`config.mk`:
```
export PLATFORM = sky130hd
export DESIGN_NAME = pscl_timer
export DESIGN_NICKNAME = d
export VERILOG_FILES = /design/src/rtl/pscl_timer_pkg.sv /design/src/rtl/pscl_timer_regs.sv /design/src/rtl/pscl_timer_div.sv /design/src/rtl/pscl_timer_cnt.sv /design/src/rtl/pscl_timer.sv
export SDC_FILE = /design/constraint.sdc
export NUM_CORES = 1
export LEC_CHECK = 0
export BUFFER_PORTS_ARGS = -buffer_cell sky130_fd_sc_hd__buf_2
export CAP_MARGIN = 5
export CORE_ASPECT_RATIO = 0.7
export CORE_UTILIZATION = 30
export CTS_BUF_LIST = sky130_fd_sc_hd__clkbuf_16
export CTS_CLUSTER_SIZE = 14
export DETAILED_ROUTE_END_ITERATION = 8
export HOLD_SLACK_MARGIN = 0.06
export PLACE_DENSITY_LB_ADDON = 0.2
export SYNTH_ARGS = -nofsm -noshare
export SYNTH_HDL_FRONTEND = slang
export SYNTH_HIERARCHICAL = 1
export SYNTH_SLANG_ARGS = --single-unit
```
`constraint.sdc`:
```
create_clock -name clk -period 9.2 [get_ports clk]
set_clock_uncertainty 0.15 [all_clocks]
set_input_delay 0.92 -clock clk [delete_from_list [all_inputs] [get_ports clk]]
set_output_delay 0.92 -clock clk [all_outputs]
set_load 0.05 [all_outputs]
```
`src/rtl/pscl_timer_pkg.sv`:
```
package pscl_timer_pkg;
    localparam int DATA_W  = 32;
    localparam int ADDR_W  = 2;
    localparam int PSC_W   = 16;
    localparam int PSC_LSB = 16;
    localparam int B_EN    = 0;
    localparam int B_UP    = 2;
    localparam int B_AUTO  = 3;
    localparam int B_RUN   = 5;

    typedef enum logic [ADDR_W-1:0] {
        A_CTRL = 2'd0,
        A_CNT  = 2'd1,
        A_STS  = 2'd2,
        A_IEN  = 2'd3
    } reg_sel_e;

    typedef struct packed {
        logic [PSC_W-1:0] psc;
        logic             run;
        logic             auto_rl;
        logic             up;
        logic             en;
    } ctrl_t;

    function automatic ctrl_t unpack_ctrl(input logic [DATA_W-1:0] w);
        ctrl_t c;
        c.psc     = w[PSC_LSB +: PSC_W];
        c.run     = w[B_RUN];
        c.auto_rl = w[B_AUTO];
        c.up      = w[B_UP];
        c.en      = w[B_EN];
        return c;
    endfunction

    function automatic logic [DATA_W-1:0] pack_ctrl(input ctrl_t c);
        logic [DATA_W-1:0] w;
        w = '0;
        w[PSC_LSB +: PSC_W] = c.psc;
        w[B_RUN]  = c.run;
        w[B_AUTO] = c.auto_rl;
        w[B_UP]   = c.up;
        w[B_EN]   = c.en;
        return w;
    endfunction
endpackage

```
`src/rtl/pscl_timer_regs.sv`:
```
module pscl_timer_regs
    import pscl_timer_pkg::*;
#(
    parameter int CNT_W = 16
) (
    input  logic              clk,
    input  logic              rst,
    input  logic              wr,
    input  logic [ADDR_W-1:0] addr,
    input  logic [DATA_W-1:0] wdata,
    input  logic              term_hit,
    output ctrl_t             ctrl_q,
    output logic [CNT_W-1:0]  reload_q,
    output logic              sts_q,
    output logic              ien_q,
    output logic              cnt_load
);
    logic wr_ctrl, wr_cnt, wr_sts, wr_ien;

    assign wr_ctrl  = wr && (addr == A_CTRL);
    assign wr_cnt   = wr && (addr == A_CNT);
    assign wr_sts   = wr && (addr == A_STS);
    assign wr_ien   = wr && (addr == A_IEN);
    assign cnt_load = wr_cnt;

    always_ff @(posedge clk) begin
        if (rst) begin
            ctrl_q   <= '0;
            reload_q <= '0;
            sts_q    <= 1'b0;
            ien_q    <= 1'b0;
        end else begin
            if (wr_ctrl)
                ctrl_q <= unpack_ctrl(wdata);
            else if (term_hit && !ctrl_q.auto_rl)
                ctrl_q.run <= 1'b0;
            if (wr_cnt)
                reload_q <= wdata[CNT_W-1:0];
            if (term_hit)
                sts_q <= 1'b1;
            else if (wr_sts && wdata[0])
                sts_q <= 1'b0;
            if (wr_ien)
                ien_q <= wdata[0];
        end
    end
endmodule

```
`src/rtl/pscl_timer_div.sv`:
```
module pscl_timer_div #(
    parameter int PSC_W = 16
) (
    input  logic             clk,
    input  logic             rst,
    input  logic             active,
    input  logic [PSC_W-1:0] psc,
    output logic             tick
);
    logic [PSC_W-1:0] pcnt;

    // >= keeps a shrinking divider value from sending pcnt round the wrap
    assign tick = active && (pcnt >= psc);

    always_ff @(posedge clk) begin
        if (rst || !active)
            pcnt <= '0;
        else if (tick)
            pcnt <= '0;
        else
            pcnt <= pcnt + 1'b1;
    end
endmodule

```
`src/rtl/pscl_timer_cnt.sv`:
```
module pscl_timer_cnt #(
    parameter int CNT_W = 16
) (
    input  logic             clk,
    input  logic             rst,
    input  logic             tick,
    input  logic             up,
    input  logic             auto_rl,
    input  logic             load,
    input  logic [CNT_W-1:0] load_val,
    input  logic [CNT_W-1:0] reload,
    output logic [CNT_W-1:0] cnt,
    output logic             term_hit
);
    localparam logic [CNT_W-1:0] TOP = {CNT_W{1'b1}};

    logic [CNT_W-1:0] step;
    logic [CNT_W-1:0] term_val;

    assign step     = up ? cnt + 1'b1 : cnt - 1'b1;
    assign term_val = up ? TOP : '0;
    assign term_hit = tick && (step == term_val);

    always_ff @(posedge clk) begin
        if (rst)
            cnt <= '0;
        else if (load)
            cnt <= load_val;
        else if (tick)
            cnt <= (term_hit && auto_rl) ? reload : step;
    end
endmodule

```
`src/rtl/pscl_timer.sv`:
```
module pscl_timer
    import pscl_timer_pkg::*;
#(
    parameter int CNT_W = 16
) (
    input  logic              clk,
    input  logic              rst,
    input  logic              bus_wr,
    input  logic [1:0]        bus_addr,
    input  logic [31:0]       bus_wdata,
    output logic [31:0]       bus_rdata,
    output logic              irq
);
    ctrl_t            ctrl_q;
    logic [CNT_W-1:0] reload_q;
    logic [CNT_W-1:0] cnt;
    logic             sts_q, ien_q, cnt_load;
    logic             active, tick, term_hit;

    assign active = ctrl_q.en && ctrl_q.run;

    pscl_timer_regs #(.CNT_W(CNT_W)) u_regs (
        .clk      (clk),
        .rst      (rst),
        .wr       (bus_wr),
        .addr     (bus_addr),
        .wdata    (bus_wdata),
        .term_hit (term_hit),
        .ctrl_q   (ctrl_q),
        .reload_q (reload_q),
        .sts_q    (sts_q),
        .ien_q    (ien_q),
        .cnt_load (cnt_load)
    );

    pscl_timer_div #(.PSC_W(PSC_W)) u_div (
        .clk    (clk),
        .rst    (rst),
        .active (active),
        .psc    (ctrl_q.psc),
        .tick   (tick)
    );

    pscl_timer_cnt #(.CNT_W(CNT_W)) u_cnt (
        .clk      (clk),
        .rst      (rst),
        .tick     (tick),
        .up       (ctrl_q.up),
        .auto_rl  (ctrl_q.auto_rl),
        .load     (cnt_load),
        .load_val (bus_wdata[CNT_W-1:0]),
        .reload   (reload_q),
        .cnt      (cnt),
        .term_hit (term_hit)
    );

    always_comb begin
        bus_rdata = '0;
        case (bus_addr)
            A_CTRL:  bus_rdata = pack_ctrl(ctrl_q);
            A_CNT:   bus_rdata[CNT_W-1:0] = cnt;
            A_STS:   bus_rdata[0] = sts_q;
            default: bus_rdata[0] = ien_q;
        endcase
    end

    assign irq = sts_q && ien_q;
endmodule

```
==> metrics <==
Buf/Inv on CP=1; post-cts resize count=0; vias per inst=roughly 5.3; diode count=0; Max FO, Critical Path=20; Startpoint Class=register; clock root buffer=clkbuf_16; vias=around 4.7k; syn_nets=between 600 and 700; Residual DRC=0; Final Util=35.0%; post-CTS setup buffer count=0; capturing element type of the critical path=register; Post-Syn Instances=about 620; worst min path class=reg2reg; Leak=2.21 nW; Max Cap Violations=0; flop2flop setup slack=3.79 ns; Detail Route Antenna Nets=0; post-placement cell count=~880; post-synthesis cell area=~5000 sq um; Num CTS Buffers=9; die footprint=between 15000 and 20000 sq um; aggregate global routing overflow=0; Die X=156 um; Avg WL per Cell=16.4 um; Final nets=around 740; global-route wire length before repair=between 20000 and 25000 um; Arrival @ worst endpoint=~5.5 ns; CP max stage cell=o31a_1; insertion delay to the later sink of the worst-skew pair=about 0.33 ns; number of port buffers=69; Worst Hold Launch=u_regs/reload_q[11]; H-Tree Depth=3; core area=16200 sq um; Fin. Hold Viols=0; status=finished clean; cell family with most CP delay=compound AO/OA/AOI/OAI gates; P&R area growth vs syn=14.3%; dpl ws=~4.0 ns; unrepaired setup endpoints after global routing=no; Hold Path End=u_regs/reload_q[11]; Yosys top cell area share=between 20% and 30%; period utilisation layout=between 50% and 60%; vias in the first global route=about 4.3k; Die Y=about 110 um; Netlist cell types=between 70 and 80; FF-to-FF Start=u_regs/ctrl_q[19]; Fillers=1747; sequential fraction of the synthesis area=between 20 and 30%; Yosys reg bits=70; largest net degree at the start of global routing=61; Peak VDD IR=78.2 uV; hold buffers post-CTS=0; clock tree buffer depth=2; Rel. slew slack=around 35%; CP Cell Sequence=inv_1 > ha_1 > nand4_1 > or2_4 > o221ai_2 > o31a_1 > nand2_1 > nor4_1 > nand4b_1 > or3_1 > a211o_1 > o32ai_4 > a2111oi_0 > a311o_1; Clock transition at path regs=around 0.06 ns; fmax=~0.18 GHz; Placement Rows=39; Routed WL=14700 um; setup TNS=0 ns; CTS Sinks=70; Placer Congestion=between 0.8 and 0.9; r2r worst-path depth=14; Cell Count, Final, Fillers Out=900; GRT Resource Usage Total=between 10% and 20%; Avg Cell Area, Syn=7.98 sq um; Starting Density=between 30% and 40%; CTS tree=built; power density over the cells=around 140 nW/um^2; final worst setup slack=around 3.8 ns; First-pass DRT Iterations=5; Synth Flop Type=dfxtp_1; Area contributors post-synth=dfxtp_1 28%, a21oi_1 8.2%, ha_1 7.8%, nand2_1 7.2%, and2_1 4.0%; # IOs=70; dpl hpwl=around 11000 um; Final min period=about 5.4 ns; Slowest Stage Delay on Critical Path=about 0.85 ns; required time worst endpoint=9.27 ns; Synthesis Warnings=6; Reg-to-Reg End=u_cnt/cnt[0]; Pins Over Slew Limit=0; Post-synth EDFFs=0; asr flop ratio synth=0%; layout cells sized above 1=17.0%; initial antenna violation count=0; Iter 0 DRT Violations=approximately 330; Final setup viols=0; CP Class=reg2reg; worst-margin pin slew=0.979 ns; Cells on Worst Hold Path=2; post-synth top area cell=dfxtp_1; CP startpoint=u_regs/ctrl_q[19]
## stage by stage
stage | instance area (sq um) | hold WS, ns | power [mW]
final | 5690 | 0.305 | 0.804
after global routing | 5690 | 0.328 | 0.841
after CTS | 5690 | 0.306 | 0.810
after detailed placement | 5420 | 0.298 | 0.485
after global placement | 5420 | 0.295 | 0.483
after floorplan | 4980 | 0.281 | 0.441
## how the worst max path moves through the flow
stage / end / cells past startpoint
floorplan: u_cnt/cnt[10] / 15
global placement: u_cnt/cnt[0] / 14
detailed placement: u_cnt/cnt[0] / 14
CTS: u_cnt/cnt[0] / 14
global route: u_cnt/cnt[0] / 14
finish: u_cnt/cnt[0] / 14
## tightest hold or removal path: stages (launching register included)
cell and delay [ns]:
dfxtp_1 0.31, nand2_1 0.05, a21oi_1 0.05
## synth_stat cells (all sizes together), types with 15 or more instances
master  number
and2        33
inv         32
dfxtp       70
clkbuf      15
nor3b       17
nand3       18
a311o       15
a21oi       82
nand2       95
buf         21
nor2        33
ha          31
nor4        22
## cells by family (layout without fill, tap and decap cells)
family          Yosys count  after routing  synth area share (%)
mux                       6              6                  1.46
flops                    70             70                  28.1
buf+inv                  68            119                  6.56
simple gates            268            268                  28.6
xor+xnor                 23             23                  4.04
fa+ha+maj                32             32                  8.19
compound gates          157            157                  23.0
## sequential cells by signal, indices dropped and copies added (netlist names)
signal,count
u_regs/ctrl_q,20
u_regs/ien_q,1
u_div/pcnt,16
u_cnt/cnt,16
u_regs/sts_q,1
u_regs/reload_q,16
## layout by cell type (no fill, tap or decap), types with 5 or more instances in the layout
master / synthesis / layout
o21a_1: 6 / 6
clkbuf_16: 0 / 9
ha_1: 31 / 31
and2_1: 32 / 32
buf_2: 11 / 69
nor4_1: 22 / 22
nor3_1: 6 / 6
or3_1: 5 / 5
xnor2_1: 10 / 10
nor2_1: 32 / 31
xor2_1: 13 / 13
a21oi_1: 82 / 82
dfxtp_1: 70 / 70
inv_1: 30 / 30
nor3b_1: 16 / 16
and3_1: 5 / 5
nand3_1: 15 / 15
a21o_1: 8 / 8
nand4_1: 12 / 12
mux2i_1: 5 / 5
nand2_1: 95 / 95
a311o_1: 15 / 15
## final cells by class
type	instances	area (sq um)	share of cell area (%)
Clock inverter	7	48.8	0.857
Inverter	32	120	2.11
Sequential cell	70	1400	24.6
Timing Repair Buffer	71	360	6.33
Multi-Input combinational cell	486	3260	57.2
Clock buffer	9	225	3.96
Tap cell	225	282	4.95
## routing by layer
layer	share of wire [%]	up-vias	GRT usage, %
met1	54	2234	26.5
met4	0.80	0	3.99
met2	40	132	23.7
met3	5.5	10	3.23
li1	-	2352	-
met5	0	-	0
## where the power goes
| part | internal [mW] | switching, mW | total, mW |
|---|---|---|---|
| registers | 0.311 | 0.00783 | 0.319 |
| logic | 0.0581 | 0.104 | 0.162 |
| clock network | 0.182 | 0.140 | 0.323 |
| total | 0.552 | 0.252 | 0.804 |
(Power assumes the default switching activity.)
